[src/rtl/cfgld_pkg.sv]
package cfgld_pkg;
   typedef enum logic [2:0] {
      ST_DUMMY = 3'd0,
      ST_HDR   = 3'd1,
      ST_PAY   = 3'd2,
      ST_PAD   = 3'd3,
      ST_DONE  = 3'd4,
      ST_HALT  = 3'd5
   } ld_state_e;
endpackage

[src/rtl/cfgld_hdr.sv]
// Header byte counter and big-endian length capture.
module cfgld_hdr #(
   parameter int HDR_BYTES = 16,
   parameter int LEN_BYTES = 4,
   localparam int HC_W  = $clog2(HDR_BYTES),
   localparam int LEN_W = 8 * LEN_BYTES
) (
   input  logic             clk,
   input  logic             rst_n,
   input  logic             clr,
   input  logic             take,
   input  logic [7:0]       byte_in,
   output logic             last,
   output logic [LEN_W-1:0] len_q
);
   logic [HC_W-1:0] hcnt_q;
   logic            in_len;

   assign last   = (hcnt_q == HC_W'(HDR_BYTES - 1));
   assign in_len = (int'(hcnt_q) < LEN_BYTES);

   always_ff @(posedge clk or negedge rst_n) begin
      if (!rst_n) begin
         hcnt_q <= '0;
      end else if (clr) begin
         hcnt_q <= '0;
      end else if (take) begin
         hcnt_q <= last ? '0 : hcnt_q + 1'b1;
      end
   end

   generate
      if (LEN_BYTES == 1) begin : g_len1
         always_ff @(posedge clk or negedge rst_n) begin
            if (!rst_n)                 len_q <= '0;
            else if (clr)               len_q <= '0;
            else if (take && in_len)    len_q <= byte_in;
         end
      end else begin : g_lenn
         always_ff @(posedge clk or negedge rst_n) begin
            if (!rst_n)                 len_q <= '0;
            else if (clr)               len_q <= '0;
            else if (take && in_len)    len_q <= {len_q[LEN_W-9:0], byte_in};
         end
      end
   endgenerate
endmodule

[src/rtl/cfgld_span.sv]
// Loadable down counter flagging its final unit.
module cfgld_span #(
   parameter int W = 32
) (
   input  logic         clk,
   input  logic         rst_n,
   input  logic         clr,
   input  logic         load,
   input  logic [W-1:0] load_val,
   input  logic         dec,
   output logic         last
);
   logic [W-1:0] cnt_q;

   assign last = (cnt_q == W'(1));

   always_ff @(posedge clk or negedge rst_n) begin
      if (!rst_n)          cnt_q <= '0;
      else if (clr)        cnt_q <= '0;
      else if (load)       cnt_q <= load_val;
      else if (dec)        cnt_q <= cnt_q - 1'b1;
   end
endmodule

[src/rtl/cfgld_top.sv]
module cfgld_top #(
   parameter int                ADDR_W     = 8,
   parameter logic [ADDR_W-1:0] RESET_ADDR = 'h3C,
   parameter int                HDR_BYTES  = 16,
   parameter int                LEN_BYTES  = 4,
   parameter int                PAD_BYTES  = 5,
   parameter logic [7:0]        PAD_VALUE  = 8'h00,
   parameter bit                IRQ_PULSE  = 1'b0
) (
   input  logic              clk,
   input  logic              rst_n,
   input  logic              host_wr,
   input  logic [7:0]        host_wdata,
   input  logic              host_rd,
   input  logic [ADDR_W-1:0] host_rd_addr,
   input  logic              cfg_fault,
   output logic [7:0]        cfg_data,
   output logic              cfg_valid,
   output logic              cfg_reset,
   output logic              busy,
   output logic              done,
   output logic              error,
   output logic              err_irq
);
   import cfgld_pkg::*;

   localparam int LEN_W = 8 * LEN_BYTES;
   localparam int PAD_W = $clog2(PAD_BYTES + 1);

   generate
      if (LEN_BYTES < 1 || LEN_BYTES > 4)
         $error("cfgld_top: LEN_BYTES must be 1..4");
      if (HDR_BYTES <= LEN_BYTES)
         $error("cfgld_top: header must be longer than the length field");
      if (PAD_BYTES < 1)
         $error("cfgld_top: at least one trailer byte required");
      if (ADDR_W < 1)
         $error("cfgld_top: ADDR_W must be positive");
   endgenerate

   ld_state_e        state_q, state_d;
   logic             rd_rst, wr_acc, fault_hit;
   logic             hdr_take, hdr_last;
   logic [LEN_W-1:0] len_q;
   logic             pay_load, pay_dec, pay_last;
   logic             pad_load, pad_dec, pad_last;
   logic             fwd, set_busy, clr_busy, set_done, set_err;
   logic             busy_q, done_q, err_q, valid_q, rst_pulse_q;
   logic [7:0]       data_q;

   assign rd_rst    = host_rd && (host_rd_addr == RESET_ADDR);
   assign wr_acc    = host_wr && !rd_rst;
   assign fault_hit = cfg_fault && (state_q == ST_PAY) && !rd_rst;

   cfgld_hdr #(.HDR_BYTES(HDR_BYTES), .LEN_BYTES(LEN_BYTES)) u_hdr (
      .clk(clk), .rst_n(rst_n), .clr(rd_rst), .take(hdr_take),
      .byte_in(host_wdata), .last(hdr_last), .len_q(len_q)
   );

   cfgld_span #(.W(LEN_W)) u_pay (
      .clk(clk), .rst_n(rst_n), .clr(rd_rst), .load(pay_load),
      .load_val(len_q), .dec(pay_dec), .last(pay_last)
   );

   cfgld_span #(.W(PAD_W)) u_pad (
      .clk(clk), .rst_n(rst_n), .clr(rd_rst), .load(pad_load),
      .load_val(PAD_W'(PAD_BYTES)), .dec(pad_dec), .last(pad_last)
   );

   always_comb begin
      state_d  = state_q;
      hdr_take = 1'b0;
      pay_load = 1'b0;
      pay_dec  = 1'b0;
      pad_load = 1'b0;
      pad_dec  = 1'b0;
      fwd      = 1'b0;
      set_busy = 1'b0;
      clr_busy = 1'b0;
      set_done = 1'b0;
      set_err  = 1'b0;
      if (fault_hit) begin
         state_d  = ST_HALT;
         set_err  = 1'b1;
         clr_busy = 1'b1;
      end else if (wr_acc) begin
         case (state_q)
            ST_DUMMY: state_d = ST_HDR;
            ST_HDR: begin
               hdr_take = 1'b1;
               set_busy = 1'b1;
               if (hdr_last) begin
                  if (len_q == '0) begin
                     state_d  = ST_PAD;
                     pad_load = 1'b1;
                  end else begin
                     state_d  = ST_PAY;
                     pay_load = 1'b1;
                  end
               end
            end
            ST_PAY: begin
               fwd     = 1'b1;
               pay_dec = 1'b1;
               if (pay_last) begin
                  state_d  = ST_PAD;
                  pad_load = 1'b1;
               end
            end
            ST_PAD: begin
               if (host_wdata != PAD_VALUE) begin
                  state_d  = ST_HALT;
                  set_err  = 1'b1;
                  clr_busy = 1'b1;
               end else begin
                  pad_dec = 1'b1;
                  if (pad_last) begin
                     state_d  = ST_DONE;
                     set_done = 1'b1;
                     clr_busy = 1'b1;
                  end
               end
            end
            ST_DONE: set_err = 1'b1;
            default: state_d = state_q;
         endcase
      end
   end

   always_ff @(posedge clk or negedge rst_n) begin
      if (!rst_n) begin
         state_q     <= ST_DUMMY;
         busy_q      <= 1'b0;
         done_q      <= 1'b0;
         err_q       <= 1'b0;
         valid_q     <= 1'b0;
         data_q      <= '0;
         rst_pulse_q <= 1'b0;
      end else if (rd_rst) begin
         state_q     <= ST_DUMMY;
         busy_q      <= 1'b0;
         done_q      <= 1'b0;
         err_q       <= 1'b0;
         valid_q     <= 1'b0;
         rst_pulse_q <= 1'b1;
      end else begin
         state_q     <= state_d;
         rst_pulse_q <= 1'b0;
         valid_q     <= fwd;
         if (fwd)           data_q <= host_wdata;
         if (clr_busy)      busy_q <= 1'b0;
         else if (set_busy) busy_q <= 1'b1;
         if (set_done)      done_q <= 1'b1;
         if (set_err)       err_q  <= 1'b1;
      end
   end

   generate
      if (IRQ_PULSE) begin : g_irq_pulse
         logic irq_q;
         always_ff @(posedge clk or negedge rst_n) begin
            if (!rst_n)      irq_q <= 1'b0;
            else if (rd_rst) irq_q <= 1'b0;
            else             irq_q <= set_err && !err_q;
         end
         assign err_irq = irq_q;
      end else begin : g_irq_level
         assign err_irq = err_q;
      end
   endgenerate

   assign cfg_data  = data_q;
   assign cfg_valid = valid_q;
   assign cfg_reset = rst_pulse_q;
   assign busy      = busy_q;
   assign done      = done_q;
   assign error     = err_q;
endmodule

[config.mk]
export PLATFORM = sky130hd
export DESIGN_NAME = cfgld_top
export DESIGN_NICKNAME = d
export VERILOG_FILES = /design/src/rtl/cfgld_pkg.sv /design/src/rtl/cfgld_hdr.sv /design/src/rtl/cfgld_span.sv /design/src/rtl/cfgld_top.sv
export SDC_FILE = /design/constraint.sdc
export NUM_CORES = 1
export LEC_CHECK = 0
export BUFFER_PORTS_ARGS = -buffer_cell sky130_fd_sc_hd__buf_2
export CORE_MARGIN = 1.5
export CORE_UTILIZATION = 30
export CTS_CLUSTER_DIAMETER = 40
export CTS_CLUSTER_SIZE = 25
export DETAILED_ROUTE_END_ITERATION = 8
export PLACE_DENSITY = 0.57
export SLEW_MARGIN = 10
export SYNTH_ARGS = -nofsm -noshare
export SYNTH_HDL_FRONTEND = slang
export SYNTH_SLANG_ARGS = --single-unit
export TNS_END_PERCENT = 30
[constraint.sdc]
create_clock -name clk -period 6.8 [get_ports clk]
set_input_delay 1.36 -clock clk [delete_from_list [all_inputs] [get_ports clk]]
set_output_delay 1.36 -clock clk [all_outputs]
set_load 0.005 [all_outputs]
# --- Word-level counts from Yosys, hierarchy flattened ---
# Cells that the tools add are included.
totals:
  register_bits: 87
  in_bits: 21
  word_cells: 110
classes:
  addsub: 3
  order_cmp: 1
  n_eq_ne: 11
  muxes: 63
  bitwise_logic: 1
  n_reduce_logical: 20
ops:
  columns: ["cell", "n"]
  rows:
  - ["2-to-1 mux 32 bit", 5]
  - ["2-to-1 mux 1 bit", 42]
  - ["equality test 32 x 1 -> 1 bit (second input constant)", 1]
  - ["zero test 32 bit", 1]
  - ["subtractor 32 x 1 -> 32 bit (second input constant)", 1]
  - ["2-to-1 mux 3 bit", 10]
  - ["2-to-1 mux 4 bit", 3]
  - ["one-hot mux 3 bit (4 select lines)", 1]
  - ["nonzero test 3 bit", 4]
  - ["equality test 8 x 6 -> 1 bit (second input constant)", 1]
  - ["nonzero test 2 bit", 4]
  - ["nonzero test 8 bit", 1]
  - ["equality test 3 x 1 -> 1 bit (second input constant)", 2]
  - ["equality test 3 x 2 -> 1 bit (second input constant)", 2]
  - ["nonzero test 6 bit", 1]
  - ["logical AND 1 bit", 5]
  - ["!= test 5 bit (second input constant)", 1]
  - ["AND reduction 5 bit", 1]
  - ["adder 4 x 1 -> 4 bit (second input constant)", 1]
  - ["equality test 4 bit (second input constant)", 1]
  - ["less-than comparator 4 x 3 -> 1 bit (second input constant)", 1]
  - ["!= test 4 x 3 -> 1 bit (second input constant)", 1]
  - ["!= test 4 bit (second input constant)", 1]
  - ["one-hot mux 1 bit (2 select lines)", 2]
  - ["6 further kinds", 6]

# --- Depth between registers and ports, before layout ---
# Gate-level depths: netlist of the first run.
depth:
  ltp_word: 9
  mapped_depth: 8
  mapped_depth_nobuf: 8

# --- Hierarchy ---
# From an unflattened synthesis of the first run, not the netlist that was laid out.
hier_totals:
  hier_cells: 506
  area_unflattened_um2: 4615.7
modules_own_cells:
  columns: ["module", "instances", "cells_each", "area_per_inst_um2", "seq_area_each_um2"]
  rows:
  - ["cfgld_span (u_pay)", 1, 227, 1980.6, 800.8]
  - ["cfgld_hdr", 1, 161, 1488.9, 900.9]
  - ["cfgld_top", 1, 98, 942.2, 400.4]
  - ["cfgld_span (u_pad)", 1, 20, 203.9, 75.1]

# --- Worst setup path before layout of the first run ---
# OpenSTA, ideal clock, no wires.
synth_timing:
  kind: "input to register"
  start: "input port host_rd_addr[1]"
  end: "register u_pay.cnt_q[25]"
  setup_ns: 0.128
  arrival_time_ns: 2.996
  t_required_ns: 6.672
  slack_ns: 3.677
  path_stages: 7
  n_path_buf: 3
  path_cell_list: "or3b_2 > or4_1 > inv_1 > buf_2 > buf_2 > buf_2 > o22ai_1"
synth_via:
  elab_chain_len: 8
synth_lines:
  columns: ["item", "line", "rtl"]
  rows:
  - ["start, declared", "cfgld_top.sv:15", "input logic [ADDR_W-1:0] host_rd_addr,"]
  - ["equality test 8 x 6 -> 1 bit (*)", "cfgld_top.sv:51", "assign rd_rst = host_rd && (host_rd_addr == RESET_ADDR);"]
  - ["logical AND 1 bit (*)", "cfgld_top.sv:51", null]
  - ["zero test 1 bit", "cfgld_top.sv:52, cfgld_top.sv:53", null]
  - ["logical AND 1 bit", "cfgld_top.sv:52", "assign wr_acc = host_wr && !rd_rst;"]
  - ["2-to-1 mux 1 bit", "cfgld_top.sv:86", "end else if (wr_acc) begin"]
  - ["2-to-1 mux 1 bit", "cfgld_top.sv:82", "if (fault_hit) begin"]
  - ["2-to-1 mux 32 bit", "cfgld_span.sv:20", "else if (load) cnt_q <= load_val;"]
  - ["2-to-1 mux 32 bit", "cfgld_span.sv:19", "else if (clr) cnt_q <= '0;"]
  - ["end signal, assigned", "cfgld_span.sv:20", null]
  - ["end signal, assigned", "cfgld_span.sv:21", "else if (dec) cnt_q <= cnt_q - 1'b1;"]
  - ["end, declared", "cfgld_span.sv:13", "logic [W-1:0] cnt_q;"]
# Mark *: on every way between the ends. The rest lies on a longest branch, timed or not.
# A chain may end at the register's enable or synchronous reset.

# --- Final worst setup path of the first run ---
layout_timing:
  start: "input port host_rd_addr[1]"
  end: "register u_hdr.len_q[25]"
layout_via:
  elab_chain_len: 8
layout_lines:
  columns: ["item", "line", "rtl"]
  rows:
  - ["equality test 8 x 6 -> 1 bit (*)", "cfgld_top.sv:51", null]
  - ["logical AND 1 bit (*)", "cfgld_top.sv:51", null]
  - ["zero test 1 bit", "cfgld_top.sv:52, cfgld_top.sv:53", null]
  - ["logical AND 1 bit", "cfgld_top.sv:52", null]
  - ["2-to-1 mux 1 bit", "cfgld_top.sv:86", null]
  - ["2-to-1 mux 1 bit", "cfgld_top.sv:82", null]
  - ["logical AND 1 bit", "cfgld_hdr.sv:43", "else if (take && in_len) len_q <= {len_q[LEN_W-9:0], byte_in};"]
  - ["nonzero test 2 bit (no line)", null, null]
  - ["end signal, assigned", "cfgld_hdr.sv:43", null]
  - ["end, declared", "cfgld_hdr.sv:14", "output logic [LEN_W-1:0] len_q"]
# Marks and branches as above.

==> impl_metrics.json, run 1 <==
{
  "drtIter0Drc": 250,
  "clock_latency_ns": 0.35,
  "start_kind": "input pin",
  "cts_buffer_depth": 2,
  "internal-power_mw": 1.089,
  "wl_met1_um": 5208,
  "p_per_area_mw_per_mm2": 347.7,
  "r2r_start": "u_pay.cnt_q[20]",
  "critPathTopFamily": "simple AND/OR/NAND/NOR gates",
  "crit_top_cell": "or4_1",
  "reg2reg_slack_ns": 3.95,
  "dieWidth_um": 124.3,
  "wire_per_inst_um": 15.48,
  "ys_ff_latch": 87,
  "fmax_mhz": 226.0,
  "crit_fanout": 32,
  "first_global_vias": 3634,
  "synth_cells": 483,
  "power.switching_mw": 0.6539,
  "grt-ovfl-total": 0,
  "multi_input_area_mm2": 0.002067,
  "grt_util_all_layers_pct": 14.45,
  "grt_pass1_wl_um": 18490,
  "mostFrequentLayoutCell": "dfrtp_1",
  "critical_path_required_ns": 7.06,
  "yosysSeqAreaShare_pct": 49.33,
  "path_class": "input pin to flop",
  "routed_via_density": 5.270,
  "cts_tree": "yes",
  "drtAntennaViolNets": 0,
  "most-common-layout-cells": "dfrtp_1 (87), nand2_1 (85), a21oi_1 (66)",
  "maxUsedRoutingLayer": "met4",
  "skew_ns": 0.006513,
  "path_buf_inv": 2,
  "r2r_cells": 6,
  "synth.avg_cell_area_um2": 9.137,
  "min_path_type": "flop to flop",
  "core_area_mm2": 0.01442,
  "power_frac_comb_pct": 25.5,
  "hold_buffers": 0,
  "cpPeakStageDelay_ns": 0.92,
  "die-area_mm2": 0.01545,
  "cp.depth": 7,
  "seqPwrFrac_pct": 46.8,
  "clock_sinks": 87,
  "drt-pass1-iter-count": 4,
  "ios": 35,
  "maxCapViolations": 0,
  "h-tree-depth": 3,
  "r2r_end": "u_pad.cnt_q[1]",
  "critical_path.startpoint": "host_rd_addr[1]",
  "io_buffers": 34,
  "min_from": "cfg_data[2]",
  "period_minus_slack_ns": 4.426,
  "cts_buffers": 9,
  "hold_violations": 0,
  "crit_arrival_ns": 4.68,
  "fin_setup_tns_ns": 0,
  "ff_latch_area_mm2": 0.002177,
  "synth_edf_count": 0,
  "tightest_slew_ns": 1.091,
  "fin_crit_sh_pct": 65.08,
  "yosysWarnings": 0,
  "totalWireLength_um": 10680,
  "async_flop_share_pct": 100.0,
  "syn-cell-area_mm2": 0.004413,
  "drive_gt1_share_pct": 14.82,
  "status": "completed",
  "power_frac_clock_pct": 27.7,
  "area_growth_pct": 13.58,
  "yosysUniqueCellTypes": 48,
  "crit_chain": "buf_2 > or3b_2 > or4_1 > inv_2 > or4_1 > nand2_1 > a21oi_1",
  "place_inst": 673,
  "met3_length_um": 350,
  "floorplan.initialDensity_pct": 30.60,
  "ctsResizeCount": 0,
  "n_fill_cell": 1498,
  "setup_viol": 0,
  "cts.root.buffer_cell": "clkbuf_16",
  "hpwlAfterDp_um": 7096,
  "drv_slew": 0,
  "ir_worst_vdd_mv": 0.1180,
  "antenna_found_initial": 0,
  "antennaDiodeCount": 0,
  "drc": 0,
  "synth_flop_cell": "dfrtp_1",
  "met2WireLength_um": 4926,
  "clkTransAtPathRegs_ns": 0.07,
  "max_slew_margin_pct": 27.25,
  "row_count": 44,
  "via_count": 3636,
  "synth.net_count": 509,
  "place.gp.congestion": 0.8798,
  "cp-endpoint": "u_hdr.len_q[25]",
  "end_kind": "flop",
  "cp_slowest_cell": "or4_1",
  "power.leakage_nw": 2.218,
  "rsz0062_at_grt": "no",
  "fp.dieH_um": 124.3,
  "instances_no_fill": 690,
  "swShare_pct": 37.51,
  "final_nets": 527,
  "grt_max_degree": 88,
  "post_cts.repair.setup_buffers": 0
}
==> power groups by stage <==
stage | sequential, mW | clock (mW) | combinational [mW]
after global placement | 0.818 | 0 | 0.435
after CTS | 0.813 | 0.493 | 0.447
after global routing | 0.841 | 0.512 | 0.509
after floorplan | 0.756 | 0 | 0.370
after detailed placement | 0.824 | 0 | 0.444
final | 0.816 | 0.483 | 0.444
==> per-layer routing <==
metal  global-route usage (%)  up-vias
li1                         -     1742
met1                    20.42     1806
met2                    22.72       72
met3                    1.632       16
met4                    5.612        0
met5                        0        -
==> area by class of cell <==
class	count	share of cell area, %
clock buffers	9	4.493
clock inverters	7	1.198
inverters	6	0.4493
multi-input cells	358	41.24
flip-flops and latches	87	43.43
well taps	184	4.593
repair buffers	39	4.593
==> metrics by stage <==
| step | worst slack [ns] | hold WS [ns] | util, % | cell area (um^2) | power (mW) |
|---|---|---|---|---|---|
| 6_report | 2.374 | 0.5046 | 34.75 | 5012 | 1.743 |
| 5_1_grt | 2.105 | 0.5306 | 34.75 | 5012 | 1.862 |
| 4_1_cts | 2.308 | 0.5065 | 34.56 | 4985 | 1.753 |
| 3_5_place_dp | 1.953 | 0.4903 | 32.58 | 4700 | 1.268 |
| 3_3_place_gp | 2.049 | 0.4766 | 32.58 | 4700 | 1.253 |
| 2_1_floorplan | 3.677 | 0.4859 | - | 4413 | 1.127 |
==> sequential cells by signal, indices dropped and copies added, names as in the netlist, 3 cells and up <==
| name | flops |
|---|---|
| u_hdr.hcnt_q | 4 |
| u_hdr.len_q | 32 |
| state_q | 3 |
| u_pad.cnt_q | 3 |
| cfg_data | 8 |
| u_pay.cnt_q | 32 |
==> cells by family (layout without fill, tap and decap cells) <==
| group | Yosys count | count (layout) | synth area share, % |
|---|---|---|---|
| buffers and inverters | 38 | 61 | 3.969 |
| flip-flops | 87 | 87 | 49.33 |
| AO/OA/AOI/OAI | 113 | 113 | 14.32 |
| AND/OR/NAND/NOR | 203 | 203 | 23.11 |
| XOR/XNOR | 27 | 27 | 5.359 |
| multiplexers | 10 | 10 | 2.495 |
| adder cells (fa/ha/maj) | 5 | 5 | 1.418 |
==> Yosys cell counts, types with 4 or more instances <==
cell type,count,area share [%]
nand4_1,6,0.85
a211oi_1,10,1.7
inv_1,6,0.51
a21oi_1,66,7.5
nand3_1,6,0.68
nand2b_1,6,0.85
ha_1,5,1.4
nor2b_1,4,0.57
mux2_2,8,2.0
nand2_1,85,7.2
or3_1,4,0.57
buf_2,17,1.9
clkbuf_1,13,1.1
nor4_1,28,4.0
or4_1,5,0.85
o21ai_0,24,2.7
xor2_1,6,1.2
xnor2_1,21,4.2
nor3_1,14,1.6
dfrtp_1,87,49
nor2_1,30,2.6
==> worst min-delay path by stage <==
stage	end	slack (ns)	cells after the start
3_3_place_gp	done	0.48	2
3_5_place_dp	cfg_data[2]	0.49	1
5_1_grt	cfg_data[7]	0.53	1
6_report	cfg_data[2]	0.50	1
2_1_floorplan	done	0.49	2
4_1_cts	cfg_data[2]	0.51	1
Note: power is estimated with default switching activity, not from simulation.
==> inputs of run 2 (changes only) <==
==> constraint.sdc (replaced) <==
create_clock -name clk -period 4.4 [get_ports clk]
set_input_delay 0.88 -clock clk [delete_from_list [all_inputs] [get_ports clk]]
set_output_delay 0.88 -clock clk [all_outputs]
set_load 0.005 [all_outputs]
==> impl_metrics.json, run 2 (synthesis results as in run 1) <==
{
  "crit_chain": "buf_2 > or3b_2 > or4_1 > buf_4 > inv_2 > buf_4 > nor2_2 > nand3b_1 > xor2_1 > a21oi_1",
  "min_path_type": "flop to flop",
  "totalWireLength_um": 10630,
  "power_frac_clock_pct": 30.5,
  "h-tree-depth": 3,
  "path_class": "input pin to flop",
  "grt-ovfl-total": 0,
  "cts_tree": "yes",
  "dieWidth_um": 124.3,
  "final_nets": 530,
  "crit_top_cell": "buf_4",
  "status": "completed",
  "drc": 0,
  "drtAntennaViolNets": 0,
  "reg2reg_slack_ns": 1.59,
  "drv_slew": 0,
  "fin_setup_tns_ns": 0,
  "start_kind": "input pin",
  "power.switching_mw": 0.9528,
  "tightest_slew_ns": 0.7981,
  "critical_path_required_ns": 4.60,
  "core_area_mm2": 0.01442,
  "die-area_mm2": 0.01545,
  "fp.dieH_um": 124.3,
  "grt_util_all_layers_pct": 14.11,
  "grt_max_degree": 56,
  "routed_via_density": 5.175,
  "area_growth_pct": 14.49,
  "period_minus_slack_ns": 3.092,
  "fmax_mhz": 323.4,
  "setup_viol": 0,
  "floorplan.initialDensity_pct": 30.60,
  "cts_buffer_depth": 2,
  "clkTransAtPathRegs_ns": 0.06,
  "hold_buffers": 0,
  "skew_ns": 0.005758,
  "rsz0062_at_grt": "no",
  "hold_violations": 0,
  "swShare_pct": 34.16,
  "drive_gt1_share_pct": 14.82,
  "wire_per_inst_um": 15.41,
  "r2r_start": "u_pay.cnt_q[20]",
  "antenna_found_initial": 0,
  "clock_sinks": 87,
  "antennaDiodeCount": 0,
  "cpPeakStageDelay_ns": 0.44,
  "first_global_vias": 3499,
  "power_frac_comb_pct": 24.6,
  "n_fill_cell": 1507,
  "io_buffers": 34,
  "post-route-util_pct": 35.03,
  "post_cts.repair.setup_buffers": 0,
  "ios": 35,
  "p_per_area_mw_per_mm2": 552.0,
  "place.gp.congestion": 0.7736,
  "end_kind": "flop",
  "ctsResizeCount": 0,
  "ir_worst_vdd_mv": 0.2339,
  "hpwlAfterDp_um": 7147,
  "internal-power_mw": 1.836,
  "power.leakage_nw": 2.240,
  "cts_buffers": 9,
  "drt-pass1-iter-count": 4,
  "cp_slowest_cell": "or3b_2",
  "r2r_cells": 6,
  "cts.root.buffer_cell": "clkbuf_16",
  "crit_arrival_ns": 3.29,
  "via_count": 3571,
  "min_from": "cfg_data[2]",
  "fin_crit_sh_pct": 70.28,
  "min_to": "cfg_data[2]",
  "most-common-layout-cells": "dfrtp_1 (87), nand2_1 (85), a21oi_1 (66)",
  "drtIter0Drc": 196,
  "max_slew_margin_pct": 46.30,
  "r2r_end": "u_pad.cnt_q[1]",
  "min_path_cells": 1,
  "row_count": 44,
  "mostFrequentLayoutCell": "dfrtp_1",
  "clock_latency_ns": 0.33,
  "maxCapViolations": 0,
  "crit_fanout": 30,
  "grt_pass1_wl_um": 17820,
  "seqPwrFrac_pct": 44.9
}
-- run 2: area by class of cell --
type / instances / area (um^2) / area share (%)
Multi-Input combinational cell: 358 / 2067 / 40.91
Tap cell: 184 / 230.2 / 4.557
Clock inverter: 4 / 97.59 / 1.932
Sequential cell: 87 / 2177 / 43.09
Clock buffer: 9 / 225.2 / 4.458
Timing Repair Buffer: 42 / 232.7 / 4.606
Inverter: 6 / 22.52 / 0.4458
-- run 2: power by group through the flow --
stage | logic [mW] | registers, mW | clock network (mW)
6_report | 0.686 | 1.25 | 0.850
3_5_place_dp | 0.691 | 1.27 | 0
3_3_place_gp | 0.679 | 1.26 | 0
5_1_grt | 0.782 | 1.29 | 0.901
2_1_floorplan | 0.572 | 1.17 | 0
4_1_cts | 0.695 | 1.25 | 0.864
-- run 2: worst max path at each step --
stage	from	to	cells past startpoint
after floorplan	host_rd_addr[1]	u_pay.cnt_q[25]	7
after global placement	host_rd_addr[1]	u_pay.cnt_q[3]	10
after detailed placement	host_rd_addr[1]	u_pay.cnt_q[3]	10
after CTS	host_rd_addr[1]	u_pay.cnt_q[3]	10
after global routing	host_rd_addr[1]	u_pay.cnt_q[5]	9
final	host_rd_addr[1]	u_pay.cnt_q[3]	10
-- run 2: metal layers --
metal / part of all wire (%) / GRT usage [%] / routed length [um] / up-vias
met2: 47 / 21.33 / 5009 / 54
li1: - / - / - / 1748
met4: 1.5 / 5.680 / 161 / 0
met5: 0 / 0 / 0 / -
met3: 3.1 / 2.706 / 330 / 12
met1: 48 / 19.86 / 5132 / 1757
-- run 2: metrics by stage --
stage          area [um^2]  power (mW)  setup WS [ns]  cells  hold slack, ns
2_1_floorplan         4413       1.741          1.757    483          0.4859
3_3_place_gp          4730       1.938          1.032    677          0.4959
3_5_place_dp          4730       1.958         0.9695    677          0.4959
4_1_cts               5052       2.811          1.317    690          0.5099
5_1_grt               5052       2.971          1.129    690          0.5151
6_report              5052       2.789          1.308    690          0.5019
-- run 2: critical path, delay by kind of cell --
family | cells | cell delay, ns
AND/OR/NAND/NOR | 4 | 1.15
buffers and inverters | 4 | 0.99
XOR/XNOR | 1 | 0.16
AO/OA/AOI/OAI | 1 | 0.08
